### src/rtl/lockin_pkg.sv
// Shared types for the lock-in gate sequencer.
package lockin_pkg;
    // Frame phase: idle, accumulation (windows active), readout (gates parked).
    typedef enum logic [1:0] {
        PH_IDLE = 2'd0,
        PH_ACC  = 2'd1,
        PH_READ = 2'd2
    } phase_t;
endpackage

### src/rtl/lockin_cfg_hold.sv
// Captures the frame settings on the accepted start pulse and holds them
// for the whole frame. Normalises a zero period or zero repetition count to 1.
// Assumes load is a single-cycle pulse issued only while idle.
module lockin_cfg_hold #(
    parameter int CNT_W = 16,
    parameter int REP_W = 20
) (
    input  logic             clk,
    input  logic             rst_n,
    input  logic             load,
    input  logic [CNT_W-1:0] in_period,
    input  logic [CNT_W-1:0] in_w1_off,
    input  logic [CNT_W-1:0] in_w1_len,
    input  logic [CNT_W-1:0] in_w2_len,
    input  logic [REP_W-1:0] in_reps,
    input  logic [CNT_W-1:0] in_trig_dly,
    input  logic             in_single,
    output logic [CNT_W-1:0] period_q,
    output logic [CNT_W-1:0] w1_off_q,
    output logic [CNT_W-1:0] w1_len_q,
    output logic [CNT_W-1:0] w2_len_q,
    output logic [REP_W-1:0] reps_q,
    output logic [CNT_W-1:0] trig_dly_q,
    output logic             single_q
);
    // Latch all settings at frame start; zero period/count become one.
    always_ff @(posedge clk) begin
        if (!rst_n) begin
            period_q   <= CNT_W'(1);
            w1_off_q   <= '0;
            w1_len_q   <= '0;
            w2_len_q   <= '0;
            reps_q     <= REP_W'(1);
            trig_dly_q <= '0;
            single_q   <= 1'b0;
        end else if (load) begin
            period_q   <= (in_period == '0) ? CNT_W'(1) : in_period;
            w1_off_q   <= in_w1_off;
            w1_len_q   <= in_w1_len;
            w2_len_q   <= in_w2_len;
            reps_q     <= (in_reps == '0) ? REP_W'(1) : in_reps;
            trig_dly_q <= in_trig_dly;
            single_q   <= in_single;
        end
    end
endmodule

### src/rtl/lockin_frame_ctrl.sv
// Frame phase controller: counts ticks within a modulation cycle, cycles
// within accumulation, and cycles of readout; raises done after readout.
// Assumes period and reps inputs are non-zero and stable during a frame.
module lockin_frame_ctrl
    import lockin_pkg::*;
#(
    parameter int CNT_W        = 16,
    parameter int REP_W        = 20,
    parameter int READOUT_TICKS = 32
) (
    input  logic             clk,
    input  logic             rst_n,
    input  logic             start,
    input  logic [CNT_W-1:0] period,
    input  logic [REP_W-1:0] reps,
    output phase_t           phase,
    output logic [CNT_W-1:0] tick,
    output logic             load,
    output logic             done
);
    localparam int RD_W = (READOUT_TICKS > 1) ? $clog2(READOUT_TICKS) : 1;
    localparam logic [RD_W-1:0] RD_LAST = RD_W'(READOUT_TICKS - 1);

    logic [REP_W-1:0] rep;
    logic [RD_W-1:0]  rd_cnt;
    logic             cyc_last;

    // A start pulse is accepted only while idle.
    assign load     = (phase == PH_IDLE) && start;
    // Last tick of the current modulation cycle.
    assign cyc_last = (tick == period - CNT_W'(1));

    // Phase sequencing and the three counters.
    always_ff @(posedge clk) begin
        if (!rst_n) begin
            phase  <= PH_IDLE;
            tick   <= '0;
            rep    <= '0;
            rd_cnt <= '0;
            done   <= 1'b0;
        end else begin
            done <= 1'b0;
            case (phase)
                PH_IDLE: begin
                    if (start) begin
                        phase <= PH_ACC;
                        tick  <= '0;
                        rep   <= '0;
                    end
                end
                PH_ACC: begin
                    if (cyc_last) begin
                        tick <= '0;
                        if (rep == reps - REP_W'(1)) begin
                            phase  <= PH_READ;
                            rd_cnt <= '0;
                        end else begin
                            rep <= rep + REP_W'(1);
                        end
                    end else begin
                        tick <= tick + CNT_W'(1);
                    end
                end
                PH_READ: begin
                    if (rd_cnt == RD_LAST) begin
                        phase <= PH_IDLE;
                        done  <= 1'b1;
                    end else begin
                        rd_cnt <= rd_cnt + RD_W'(1);
                    end
                end
                default: phase <= PH_IDLE;
            endcase
        end
    end

    // the tick counter never reaches the cycle period.
    assert_tick_in_period_R6: assert property (@(posedge clk) disable iff (!rst_n)
        (phase == PH_ACC) |-> (tick < period));

    // done appears only right after the readout phase.
    assert_done_after_read_R9: assert property (@(posedge clk) disable iff (!rst_n)
        done |-> (phase == PH_IDLE) && ($past(phase) == PH_READ));

    // the repetition counter stays below the programmed count.
    assert_rep_bound_R7: assert property (@(posedge clk) disable iff (!rst_n)
        (phase == PH_ACC) |-> (rep < reps));
endmodule

### src/rtl/lockin_gate_decode.sv
// Decodes the tick position into the two transfer windows, the drain gate
// and the light trigger. Window 2 abuts window 1; windows past the period
// vanish because the tick never reaches the period. Outside accumulation
// the gates are parked with the drain open.
module lockin_gate_decode
    import lockin_pkg::*;
#(
    parameter int CNT_W = 16
) (
    input  logic             clk,
    input  logic             rst_n,
    input  phase_t           phase,
    input  logic [CNT_W-1:0] tick,
    input  logic [CNT_W-1:0] w1_off,
    input  logic [CNT_W-1:0] w1_len,
    input  logic [CNT_W-1:0] w2_len,
    input  logic [CNT_W-1:0] trig_dly,
    input  logic             single,
    output logic             tap1,
    output logic             tap2,
    output logic             drain,
    output logic             trig
);
    logic [CNT_W:0]   w1_end;
    logic [CNT_W+1:0] w2_end;
    logic             in_w1;
    logic             in_w2;
    logic             acc;

    // Window boundaries with carry bits so no sum wraps.
    assign w1_end = {1'b0, w1_off} + {1'b0, w1_len};
    assign w2_end = {1'b0, w1_end} + {2'b0, w2_len};

    // Window membership of the current tick.
    assign acc   = (phase == PH_ACC);
    assign in_w1 = (tick >= w1_off) && ({1'b0, tick} < w1_end);
    assign in_w2 = !single && ({1'b0, tick} >= w1_end) && ({2'b0, tick} < w2_end);

    // Gate outputs; drain opens whenever no window does.
    assign tap1  = acc && in_w1;
    assign tap2  = acc && in_w2;
    assign drain = !(tap1 || tap2);
    assign trig  = acc && (tick == trig_dly);

    // never both transfer gates at once.
    assert_tap_excl_R5: assert property (@(posedge clk) disable iff (!rst_n)
        $onehot0({tap1, tap2}));

    // single-tap mode keeps tap 2 closed.
    assert_single_quiet_R11: assert property (@(posedge clk) disable iff (!rst_n)
        single |-> !tap2);
endmodule

### src/rtl/lockin_gate_seq.sv
// Top of the two-tap lock-in gate timing sequencer. Ties the settings
// holder, the frame controller and the gate decoder together.
// Assumes start is synchronous to clk; all times are in clk ticks.
module lockin_gate_seq
    import lockin_pkg::*;
#(
    parameter int CNT_W         = 16,
    parameter int REP_W         = 20,
    parameter int READOUT_TICKS = 32
) (
    input  logic             clk,
    input  logic             rst_n,
    input  logic             start,
    input  logic [CNT_W-1:0] cfg_period,
    input  logic [CNT_W-1:0] cfg_w1_off,
    input  logic [CNT_W-1:0] cfg_w1_len,
    input  logic [CNT_W-1:0] cfg_w2_len,
    input  logic [REP_W-1:0] cfg_reps,
    input  logic [CNT_W-1:0] cfg_trig_dly,
    input  logic             cfg_single,
    output logic             gate_tap1,
    output logic             gate_tap2,
    output logic             gate_drain,
    output logic             light_trig,
    output logic             busy,
    output logic             done
);
    phase_t           phase;
    logic [CNT_W-1:0] tick;
    logic             load;
    logic [CNT_W-1:0] period_q, w1_off_q, w1_len_q, w2_len_q, trig_dly_q;
    logic [REP_W-1:0] reps_q;
    logic             single_q;

    lockin_cfg_hold #(.CNT_W(CNT_W), .REP_W(REP_W)) u_cfg (
        .clk(clk), .rst_n(rst_n), .load(load),
        .in_period(cfg_period), .in_w1_off(cfg_w1_off), .in_w1_len(cfg_w1_len),
        .in_w2_len(cfg_w2_len), .in_reps(cfg_reps), .in_trig_dly(cfg_trig_dly),
        .in_single(cfg_single),
        .period_q(period_q), .w1_off_q(w1_off_q), .w1_len_q(w1_len_q),
        .w2_len_q(w2_len_q), .reps_q(reps_q), .trig_dly_q(trig_dly_q),
        .single_q(single_q)
    );

    lockin_frame_ctrl #(.CNT_W(CNT_W), .REP_W(REP_W), .READOUT_TICKS(READOUT_TICKS)) u_ctrl (
        .clk(clk), .rst_n(rst_n), .start(start),
        .period(period_q), .reps(reps_q),
        .phase(phase), .tick(tick), .load(load), .done(done)
    );

    lockin_gate_decode #(.CNT_W(CNT_W)) u_dec (
        .clk(clk), .rst_n(rst_n), .phase(phase), .tick(tick),
        .w1_off(w1_off_q), .w1_len(w1_len_q), .w2_len(w2_len_q),
        .trig_dly(trig_dly_q), .single(single_q),
        .tap1(gate_tap1), .tap2(gate_tap2), .drain(gate_drain), .trig(light_trig)
    );

    // Frame activity flag.
    assign busy = (phase != PH_IDLE);

    // an idle start makes the block busy on the next cycle.
    assert_start_busy_R2: assert property (@(posedge clk) disable iff (!rst_n)
        (!busy && start) |=> busy);

    // outside accumulation the gates are parked with drain open.
    assert_parked_R8: assert property (@(posedge clk) disable iff (!rst_n)
        (phase != PH_ACC) |-> (gate_drain && !gate_tap1 && !gate_tap2));

    // the light trigger fires only inside a frame.
    assert_trig_in_frame_R10: assert property (@(posedge clk) disable iff (!rst_n)
        light_trig |-> busy);
endmodule

### config.mk
export PLATFORM = sky130hd
export DESIGN_NAME = lockin_gate_seq
export DESIGN_NICKNAME = d
export VERILOG_FILES = /design/src/rtl/lockin_pkg.sv /design/src/rtl/lockin_cfg_hold.sv /design/src/rtl/lockin_frame_ctrl.sv /design/src/rtl/lockin_gate_decode.sv /design/src/rtl/lockin_gate_seq.sv
export SDC_FILE = /design/constraint.sdc
export NUM_CORES = 1
export LEC_CHECK = 0
export BUFFER_PORTS_ARGS = -buffer_cell sky130_fd_sc_hd__clkbuf_2
export CORE_ASPECT_RATIO = 0.7
export CORE_MARGIN = 3
export CORE_UTILIZATION = 40
export DETAILED_ROUTE_END_ITERATION = 12
export PLACE_DENSITY = 0.54
export SKIP_LAST_GASP = 1
export SYNTH_ARGS = -nofsm -noshare
export SYNTH_HDL_FRONTEND = slang
export SYNTH_SLANG_ARGS = --single-unit
### constraint.sdc
create_clock -name clk -period 6.35 [get_ports clk]
set_clock_uncertainty 0.05 [all_clocks]
set_input_delay 0.3175 -clock clk [delete_from_list [all_inputs] [get_ports clk]]
set_output_delay 0.3175 -clock clk [all_outputs]
set_load 0.005 [all_outputs]
==> results of run 1 <==
## critical path: cells and delay by family (launching register included)
family | cells | cell delay, ns
simple gates | 7 | 1.86
buf+inv | 2 | 0.17
compound gates | 9 | 1.52
xor+xnor | 2 | 0.25
flops | 1 | 0.34
fa+ha+maj | 4 | 1.07
## metal layers
metal | wire (µm) | global-route usage, %
met4 | 253 | 4.77
met2 | 11400 | 30.8
met5 | 0 | 0
met3 | 1370 | 3.47
met1 | 16100 | 36.1
## cell usage after synthesis, drive strengths merged, types with 23 or more instances
| master | instances |
|---|---|
| a22o | 24 |
| nor2 | 54 |
| nor4 | 25 |
| xor2 | 49 |
| a21oi | 117 |
| nand3 | 23 |
| inv | 51 |
| xnor2 | 41 |
| clkbuf | 48 |
| dfxtp | 145 |
| ha | 87 |
| nor3 | 31 |
| nand2 | 205 |
| o21ai | 29 |
| nand4 | 26 |
## power breakdown
group	total [W]	switching [W]	leakage, nW	internal [W]
registers	0.00101	0.0000578	1.18	0.000955
clock network	0.00105	0.000479	0.296	0.000572
logic	0.000550	0.000329	3.41	0.000221
## cells by family (layout without fill, tap and decap cells)
logic type                 after synthesis  count (layout)  synth area share (%)
and+or+nand+nor                        470             470                  24.1
AOI/OAI and AO/OA                      279             279                  19.0
DFF                                    145             145                  30.2
buffers and inverters                  113             201                  4.69
xor gates and xnor gates                91              91                  8.44
adders and majority gates               89              89                  11.7
muxes                                   17              17                  1.78
## state kept, by name, indices dropped and copies added (netlist names)
signal / count
u_ctrl.phase: 2
u_ctrl.rep: 20
u_ctrl.rd_cnt: 5
u_cfg.trig_dly_q: 16
u_ctrl.tick: 16
u_cfg.single_q: 1
u_cfg.period_q: 16
u_cfg.reps_q: 20
u_cfg.w2_len_q: 16
u_cfg.w1_off_q: 16
u_cfg.w1_len_q: 16
u_ctrl.done: 1
## per-stage QoR
step           power [W]  util (%)
2_1_floorplan    0.00140         -
3_3_place_gp     0.00157      44.8
3_5_place_dp     0.00157      44.8
4_1_cts          0.00263      47.4
5_1_grt          0.00274      47.5
6_report         0.00261      47.5
## path summary, 6_finish.rpt
| check | start | end | slack, ns | cells after the start |
|---|---|---|---|---|
| min | cfg_w2_len[1] | u_cfg.w2_len_q[1]$_SDFFE_PN0P_ | 0.04 | 3 |
| max reg2reg | u_cfg.period_q[6]$_SDFFE_PN0P_ | u_ctrl.rep[17]$_SDFFE_PN0P_ | 2.86 | 8 |
| min reg2reg | u_cfg.w1_len_q[0]$_SDFFE_PN0P_ | u_cfg.w1_len_q[0]$_SDFFE_PN0P_ | 0.42 | 2 |
| max | u_cfg.w1_len_q[0]$_SDFFE_PN0P_ | gate_tap2 | 0.32 | 24 |
## area by class of cell
type                       instances  share of cell area [%]
inverter                          52                    1.77
multi-input combinational        946                    57.4
timing repair buffer             117                    5.50
clock inverter                    14                    1.42
tap                              312                    3.55
clock buffer                      18                    3.99
sequential                       145                    26.4
## what timing repair did
item | CTS | global route
hold endpoints to repair | 0 | 0
gates resized for setup | 0 | 9
hold buffers | 0 | 0
endpoints found under the setup margin | 0 | 2
==> run summary, run 1 <==
# diodes: 0
Place WS: 0.552 ns
Seq/Total Area, Yosys: 30.2%
number of DRC markers in iteration 0: 675
Final Critical Period: 6.03 ns
Die ar.: 26000 µm²
CP max stage cell: or4b_2
H-tree Lvls: 4
Die H: 136 µm
Layout fillers: 2362
hold crit path type: primary input to register
PortBufs: 109
final WL: 29100 µm
Clock Latency Late Sink: 0.44 ns
CTS max path bufs: 2
# Post-CTS Setup Buffers: 0
Synth cell types: 74
Clock Root Buffer: clkbuf_16
crit-path max FO: 3
final hold slack: 0.0396 ns
routed via count: 8822
endpoints failing setup: 0
FMAX: 166 MHz
Placement Cell Area: 10400 µm²
endpoints failing hold: 0
layout cells sized above 1: 13.5%
Multi-input gate area: 6310 µm²
clk sink count: 145
Worst Setup Path Type: register to output port
number of flops mapped to enable cells by yosys: 0
DRC Markers: 0
Startpoint Class: register
register area: 2900 µm²
drt wl/cell: 18.2 µm
top cell type's share of synthesized area: 30.2%
synthesized net count: 1397
DP HPWL: 21500 µm
top_reg_cell synth: dfxtp_1
Critical Path Sink Type: output port
Synth Register Bits: 145
DRT antenna net count: 0
Row Count: 46
Warnings, synthesis: 0
area growth from synthesis to layout: 14.3%
Req. time, crit path: 5.98 ns
Placed Cells: 1572
Setup TNS: 0 ns
core box area: 23100 µm²
CP max stage delay: 0.62 ns
most common cell after layout, fill and taps aside: nand2_1
grt total ovfl: 0
RSZ-0062 raised after global routing: no
share of flip-flops with an asynchronous set or reset: 0%
Final Instance Area: 11000 µm²
PnR worst setup slack: 0.322 ns
outcome: finished clean
ranking of synthesized cells by area: dfxtp_1 (30%), ha_1 (11%), nand2_1 (7.9%)
Tcrit/Tclk final: 94.9%
Synth Cell Area: 9620 µm²
largest net degree at the start of global routing: 63
GRT Overall Usage: 22.4%
fin cells: 1604
Cells after Synth: 1204
io pins: 110
worst relative slew slack: 37.9%
Syn Area/Cell: 7.99 µm²
first-pass GRT wire length: 45200 µm
Tightest Pin Transition: 0.932 ns
vias in the first global route: 7954
Max Cap Viol: 0
Leakage: 4.89 nW
Die X: 191 µm
critical-path cell list: ha_1 > inv_1 > fa_1 > nor2b_1 > o21ai_0 > a21boi_1 > o21ai_0 > nand2b_1 > xor2_1 > ha_1 > or3_4 > or3_4 > a311oi_4 > o21ai_2 > xnor2_1 > ha_1 > a21oi_1 > nor2b_1 > o21ai_0 > or4b_2 > o221ai_2 > a311o_1 > and4_1 > clkbuf_2
most frequent cells in the layout: nand2_1 (202), dfxtp_1 (144), a21oi_1 (117)
Pre-Repair DR Iteration Count: 5
Via density: 5.50
total CTS buffers: 17
Routability Congestion: 0.854
nets@finish: 1472
maximum vdd drop: 187 µV
initial antenna violation count: 0
pwr/cell area: 238 nW/µm²
final slew viol count: 0
Initial Util: 41.6%
Critical Path AT: 5.66 ns
TritonCTS clock tree: done
Reg clk slew, reported paths: 0.07 ns
Yosys top cell by area: dfxtp_1
(Power assumes the default switching activity.)
==> run 2, diff against run 1 <==
- CORE_UTILIZATION: 40 -> 39
- PLACE_DENSITY: 0.54 -> 0.53
==> run 2 against run 1 <==
Effect of this change: maximum frequency is 1.0% higher; die area is 2.5% higher; clock-buffer cell count is 1 higher; non-clock buffer count stayed put; design area is 0.24% higher; global-route usage is 0.75 points lower; critical path type unchanged; critical endpoint unchanged; highest routed layer unchanged.
==> run summary, run 2 (synthesized netlist as in run 1, its figures left out) <==
largest registers: u_cfg.reps_q (20), u_ctrl.rep (20) (unchanged)
routed via count: 8829 (was 8822)
layout cells sized above 1: 13.4% (was 13.5%)
TritonCTS clock tree: done (unchanged)
Clock Root Buffer: clkbuf_16 (unchanged)
DP HPWL: 21700 µm (was 21500 µm)
Tcrit/Tclk final: 94.0% (was 94.9%)
initial antenna violation count: 0 (unchanged)
pwr/cell area: 239 nW/µm² (was 238 nW/µm²)
H-tree Lvls: 4 (unchanged)
Die ar.: 26600 µm² (was 26000 µm²)
fin cells: 1610 (was 1604)
WHS Path Cells: 3 (unchanged)
most common cell after layout, fill and taps aside: nand2_1 (unchanged)
Worst Setup Path Type: register to output port (unchanged)
grt total ovfl: 0 (unchanged)
CTS max path bufs: 2 (unchanged)
vias in the first global route: 7943 (was 7954)
endpoints failing setup: 0 (unchanged)
hold crit path type: primary input to register (unchanged)
# diodes: 0 (unchanged)
clk sink count: 145 (unchanged)
final hold slack: 0.0482 ns (was 0.0396 ns)
most frequent cells in the layout: nand2_1 (202), dfxtp_1 (143), a21oi_1 (117) (was nand2_1 (202), dfxtp_1 (144), a21oi_1 (117))
PortBufs: 109 (unchanged)
Max Cap Viol: 0 (unchanged)
Die H: 137 µm (was 136 µm)
Startpoint Class: register (unchanged)
Via density: 5.48 (was 5.50)
FMAX: 168 MHz (was 166 MHz)
maximum vdd drop: 194 µV (was 187 µV)
Tightest Pin Transition: 0.891 ns (was 0.932 ns)
GRT Overall Usage: 21.7% (was 22.4%)
endpoints failing hold: 0 (unchanged)
Leakage: 4.89 nW (about the same)
DRT antenna net count: 0 (unchanged)
HP Start: cfg_w1_len[5] (was cfg_w2_len[1])
number of DRC markers in iteration 0: 592 (was 675)
nets@finish: 1472 (unchanged)
first-pass GRT wire length: 45100 µm (was 45200 µm)
WHS Endpoint: u_cfg.w1_len_q[5]$_SDFFE_PN0P_ (was u_cfg.w2_len_q[1]$_SDFFE_PN0P_)
Critical Path Sink Type: output port (unchanged)
final WL: 29000 µm (was 29100 µm)
final slew viol count: 0 (unchanged)
Layout fillers: 2393 (was 2362)
worst relative slew slack: 40.6% (was 37.9%)
Die X: 194 µm (was 191 µm)
reg2reg setup slack: 2.85 ns (was 2.86 ns)
area growth from synthesis to layout: 14.6% (was 14.3%)
Final Critical Period: 5.97 ns (was 6.03 ns)
DRC Markers: 0 (unchanged)
largest net degree at the start of global routing: 64 (was 63)
total CTS buffers: 17 (unchanged)
Placed Cells: 1578 (was 1572)
reg2reg end: u_ctrl.rep[3]$_SDFFE_PN0P_ (was u_ctrl.rep[17]$_SDFFE_PN0P_)
Setup TNS: 0 ns (unchanged)
Critical Path AT: 5.60 ns (was 5.66 ns)
Row Count: 47 (was 46)
# Post-CTS Setup Buffers: 0 (unchanged)
Req. time, crit path: 5.98 ns (about the same)
Reg clk slew, reported paths: 0.06 ns (was 0.07 ns)
drt wl/cell: 18.0 µm (was 18.2 µm)
worst reg2reg path startpoint: u_cfg.period_q[6]$_SDFFE_PN0P_ (unchanged)
Initial Util: 40.2% (was 41.6%)
core box area: 23900 µm² (was 23100 µm²)
Pre-Repair DR Iteration Count: 5 (unchanged)
CP startpoint: u_cfg.w1_off_q[0]$_SDFFE_PN0P_ (was u_cfg.w1_len_q[0]$_SDFFE_PN0P_)
Clock Latency Late Sink: 0.44 ns (about the same)
outcome: finished clean (unchanged)
Routability Congestion: 0.835 (was 0.854)
Final Power: 0.00264 W (was 0.00261 W)
R2R cell count: 8 (unchanged)
io pins: 110 (unchanged)
crit-path max FO: 3 (unchanged)
[run 2: timing repair]
action,in CTS,in global routing
hold buffers,0,0
resized for setup,0,9
setup endpoints to repair,0,2
[run 2: routing by layer]
| layer | routed length [µm] | track usage, % | vias to the layer above |
|---|---|---|---|
| li1 | - | - | 4473 |
| met1 | 15800 | 34.3 | 4099 |
| met2 | 11000 | 29.1 | 232 |
| met3 | 1600 | 4.16 | 25 |
| met4 | 518 | 6.18 | 0 |
| met5 | 0 | 0 | - |
[run 2: through the flow]
| stage | instance area, µm² | setup WS (ns) | utilization (%) |
|---|---|---|---|
| global route | 11000 | -0.00524 | 46.1 |
| floorplan | 9620 | 1.26 | - |
| finish | 11000 | 0.383 | 46.1 |
| detailed placement | 10400 | 0.543 | 43.3 |
| global placement | 10400 | 0.683 | 43.3 |
| CTS | 11000 | 0.0576 | 45.9 |
[run 2: how the worst max path moves through the flow]
stage                      to  slack [ns]  cells after the start
floorplan           gate_tap2        1.26                     23
global placement    gate_tap2        0.68                     24
detailed placement  gate_tap2        0.54                     24
CTS                 gate_tap2        0.06                     24
global route        gate_tap2      -0.005                     24
finish              gate_tap2        0.38                     24
[run 2: layout make-up]
| class | instances | area [µm²] | share of cell area (%) |
|---|---|---|---|
| flip-flops and latches | 145 | 2910 | 26.3 |
| inverters | 52 | 195 | 1.77 |
| repair buffers | 117 | 606 | 5.49 |
| multi-input cells | 946 | 6300 | 57.2 |
| well taps | 318 | 398 | 3.61 |
| clock inverters | 13 | 176 | 1.60 |
| clock buffers | 19 | 443 | 4.02 |
[run 2: worst max-delay path, stage by stage, from the launching register on]
cell and delay [ns]:
dfxtp_2 0.35, ha_2 0.19, inv_1 0.05, fa_1 0.39, nor2b_1 0.12, o21ai_0 0.10
a21boi_1 0.23, o21ai_0 0.12, nand2b_1 0.09, xor2_1 0.11, ha_1 0.21, or3_1 0.36
or3_4 0.42, a311oi_4 0.31, o21ai_1 0.10, xnor2_1 0.14, ha_1 0.29, a21oi_1 0.13
nor2b_1 0.05, o21ai_0 0.13, or4b_2 0.61, o221ai_2 0.15, a311o_1 0.22, and4_1 0.20
clkbuf_2 0.11
[run 2: power breakdown]
| group | switching, W | total (W) | internal, W |
|---|---|---|---|
| Sequential | 0.0000567 | 0.00101 | 0.000956 |
| Clock | 0.000436 | 0.00107 | 0.000637 |
| Combinational | 0.000329 | 0.000551 | 0.000222 |
==> run 3, diff against run 2 <==
- PLACE_DENSITY: 0.53 -> 0.68
==> run 3 against run 2 <==
Effect of this change: sequential cell count unchanged; critical path depth stayed put; non-clock buffer count fell by 1; worst setup slack improved by 0.031 ns; design area is 0.74% lower; critical path type unchanged; critical endpoint unchanged; largest cell class unchanged.
==> run summary, run 3 (synthesized netlist as in run 1, its figures left out) <==
outcome: finished clean (unchanged)
nets@finish: 1471 (was 1472)
Tcrit/Tclk final: 93.5% (was 94.0%)
worst reg2reg path startpoint: u_cfg.period_q[6]$_SDFFE_PN0P_ (unchanged)
Req. time, crit path: 5.98 ns (about the same)
# diodes: 0 (unchanged)
Row Count: 47 (unchanged)
Critical Path Sink Type: output port (unchanged)
CP max stage delay: 0.60 ns (was 0.61 ns)
Via density: 5.61 (was 5.48)
internal power: 0.00170 W (was 0.00181 W)
R2R cell count: 8 (unchanged)
Clock Latency Late Sink: 0.43 ns (was 0.44 ns)
Tightest Pin Transition: 0.912 ns (was 0.891 ns)
reg2reg end: u_ctrl.rep[2]$_SDFFE_PN0P_ (was u_ctrl.rep[3]$_SDFFE_PN0P_)
Sw Ratio: 32.8% (was 31.2%)
worst path buffer plus inverter count: 2 (unchanged)
WHS Endpoint: u_cfg.w2_len_q[7]$_SDFFE_PN0P_ (was u_cfg.w1_len_q[5]$_SDFFE_PN0P_)
PnR worst setup slack: 0.414 ns (was 0.383 ns)
routed via count: 9025 (was 8829)
GRT Overall Usage: 20.8% (was 21.7%)
most frequent CP cell: o21ai_0 (unchanged)
Placed Cells: 1577 (was 1578)
Die X: 194 µm (unchanged)
worst relative slew slack: 39.2% (was 40.6%)
final slew viol count: 0 (unchanged)
Util after Layout: 45.7% (was 46.1%)
first-pass GRT wire length: 43800 µm (was 45100 µm)
Reg clk slew, reported paths: 0.07 ns (was 0.06 ns)
fin cells: 1609 (was 1610)
Routability Congestion: 0.881 (was 0.835)
DP HPWL: 21000 µm (was 21700 µm)
Setup TNS: 0 ns (unchanged)
final WL: 28200 µm (was 29000 µm)
HP Start: cfg_w2_len[7] (was cfg_w1_len[5])
most common cell after layout, fill and taps aside: nand2_1 (unchanged)
largest registers: u_cfg.reps_q (20), u_ctrl.rep (20) (unchanged)
hold crit path type: primary input to register (unchanged)
Leakage: 4.86 nW (was 4.89 nW)
pwr/cell area: 231 nW/µm² (was 239 nW/µm²)
io pins: 110 (unchanged)
number of DRC markers in iteration 0: 795 (was 592)
total CTS buffers: 17 (unchanged)
WHS Path Cells: 3 (unchanged)
CP max stage cell: or4b_2 (unchanged)
clk sink count: 145 (unchanged)
drt wl/cell: 17.5 µm (was 18.0 µm)
most frequent cells in the layout: nand2_1 (202), dfxtp_1 (145), a21oi_1 (117) (was nand2_1 (202), dfxtp_1 (143), a21oi_1 (117))
Critical Path AT: 5.57 ns (was 5.60 ns)
Worst Setup Path Type: register to output port (unchanged)
CTS max path bufs: 2 (unchanged)
Die ar.: 26600 µm² (unchanged)
PortBufs: 109 (unchanged)
critical-path cell list: ha_1 > inv_1 > fa_1 > nor2b_1 > o21ai_0 > a21boi_1 > o21ai_0 > nand2b_1 > xor2_1 > ha_1 > or3_1 > or3_4 > a311oi_2 > o21ai_0 > xnor2_1 > ha_1 > a21oi_1 > nor2b_1 > o21ai_0 > or4b_2 > o221ai_2 > a311o_1 > and4_1 > clkbuf_2 (was ha_2 > inv_1 > fa_1 > nor2b_1 > o21ai_0 > a21boi_1 > o21ai_0 > nand2b_1 > xor2_1 > ha_1 > or3_1 > or3_4 > a311oi_4 > o21ai_1 > xnor2_1 > ha_1 > a21oi_1 > nor2b_1 > o21ai_0 > or4b_2 > o221ai_2 > a311o_1 > and4_1 > clkbuf_2)
Startpoint Class: register (unchanged)
Pre-Repair DR Iteration Count: 5 (unchanged)
vias in the first global route: 7900 (was 7943)
DRC Markers: 0 (unchanged)
reg2reg setup slack: 2.77 ns (was 2.85 ns)
H-tree Lvls: 4 (unchanged)
Hold-fix buffers, CTS: 0 (unchanged)
grt total ovfl: 0 (unchanged)
Comb pwr share: 21.5% (was 20.9%)
core box area: 23900 µm² (unchanged)
Final Critical Period: 5.94 ns (was 5.97 ns)
area growth from synthesis to layout: 13.8% (was 14.6%)
Layout fillers: 2382 (was 2393)
DRT antenna net count: 0 (unchanged)
FMAX: 168 MHz (about the same)
endpoints failing setup: 0 (unchanged)
Switching Power: 0.000828 W (was 0.000822 W)
final hold slack: 0.0490 ns (was 0.0482 ns)
layout cells sized above 1: 13.2% (was 13.4%)
Initial Util: 40.2% (unchanged)
crit-path max FO: 3 (unchanged)
clock share of power: 38.4% (was 40.7%)
RSZ-0062 raised after global routing: no
Die H: 137 µm (unchanged)
TritonCTS clock tree: done (unchanged)
# Post-CTS Setup Buffers: 0 (unchanged)
critical path's top delay family: simple AND/OR/NAND/NOR gates (unchanged)
maximum vdd drop: 189 µV (was 194 µV)
largest net degree at the start of global routing: 71 (was 64)
Multi-input gate area: 6290 µm² (was 6300 µm²)
Reg power frac: 40.1% (was 38.4%)
endpoints failing hold: 0 (unchanged)
initial antenna violation count: 0 (unchanged)
register area: 2900 µm² (was 2910 µm²)
Clock Root Buffer: clkbuf_16 (unchanged)
Max Cap Viol: 0 (unchanged)
Place WS: 0.663 ns (was 0.543 ns)
run 3: changes by cell type in the layout (fill, tap and decap cells not counted), moves of 2 or more:
cell	previous run	this run
bufinv_16	3	0
clkinv_2	0	3
dfxtp_1	143	145
dfxtp_2	2	0
inv_8	1	3
run 3: how the worst max path moves through the flow:
stage,start,to,slack (ns),depth (start not counted)
after floorplan,u_cfg.w1_off_q[0]$_SDFFE_PN0P_,gate_tap2,1.26,23
after global placement,u_cfg.w1_off_q[0]$_SDFFE_PN0P_,gate_tap2,0.67,24
after detailed placement,u_cfg.w1_off_q[0]$_SDFFE_PN0P_,gate_tap2,0.66,24
after CTS,u_cfg.w1_off_q[0]$_SDFFE_PN0P_,gate_tap2,0.18,24
after global routing,u_cfg.w1_off_q[0]$_SDFFE_PN0P_,gate_tap2,0.006,24
final,u_cfg.w1_off_q[0]$_SDFFE_PN0P_,gate_tap2,0.41,24
run 3: area by class of cell:
type | count | share of cell area, %
inverter | 52 | 1.78
tap | 318 | 3.64
sequential | 145 | 26.5
timing repair buffer | 116 | 5.46
clock buffer | 18 | 4.01
multi-input combinational | 946 | 57.5
clock inverter | 14 | 1.12
run 3: power groups by stage:
stage | Combinational, W | Sequential [W] | Clock, W
4_1_cts | 0.000536 | 0.00101 | 0.000989
6_report | 0.000543 | 0.00101 | 0.000970
5_1_grt | 0.000606 | 0.00102 | 0.00102
3_3_place_gp | 0.000522 | 0.00103 | 0
2_1_floorplan | 0.000393 | 0.00101 | 0
3_5_place_dp | 0.000531 | 0.00103 | 0
run 3: what timing repair did:
action                                  in CTS  in global routing
hold endpoints to repair                     0                  0
resized for setup                            0                  4
endpoints found under the setup margin       0                  2
run 3: per-stage QoR:
| stage | total power (W) | instance area (µm²) |
|---|---|---|
| 2_1_floorplan | 0.00140 | 9620 |
| 3_3_place_gp | 0.00155 | 10400 |
| 3_5_place_dp | 0.00156 | 10400 |
| 4_1_cts | 0.00254 | 10900 |
| 5_1_grt | 0.00265 | 10900 |
| 6_report | 0.00253 | 10900 |
run 3: worst min-delay path, delay by kind of cell:
family / cells / cell delay [ns]
and+or+nand+nor: 1 / 0.04
AOI/OAI and AO/OA: 1 / 0.05
buffers and inverters: 1 / 0.08
run 3: per-layer routing:
metal / vias up / GRT usage (%) / routed length [µm]
li1: 4465 / - / -
met1: 4210 / 33.0 / 14700
met2: 328 / 29.1 / 11100
met3: 22 / 3.20 / 2130
met4: 0 / 4.58 / 306
met5: - / 0 / 0
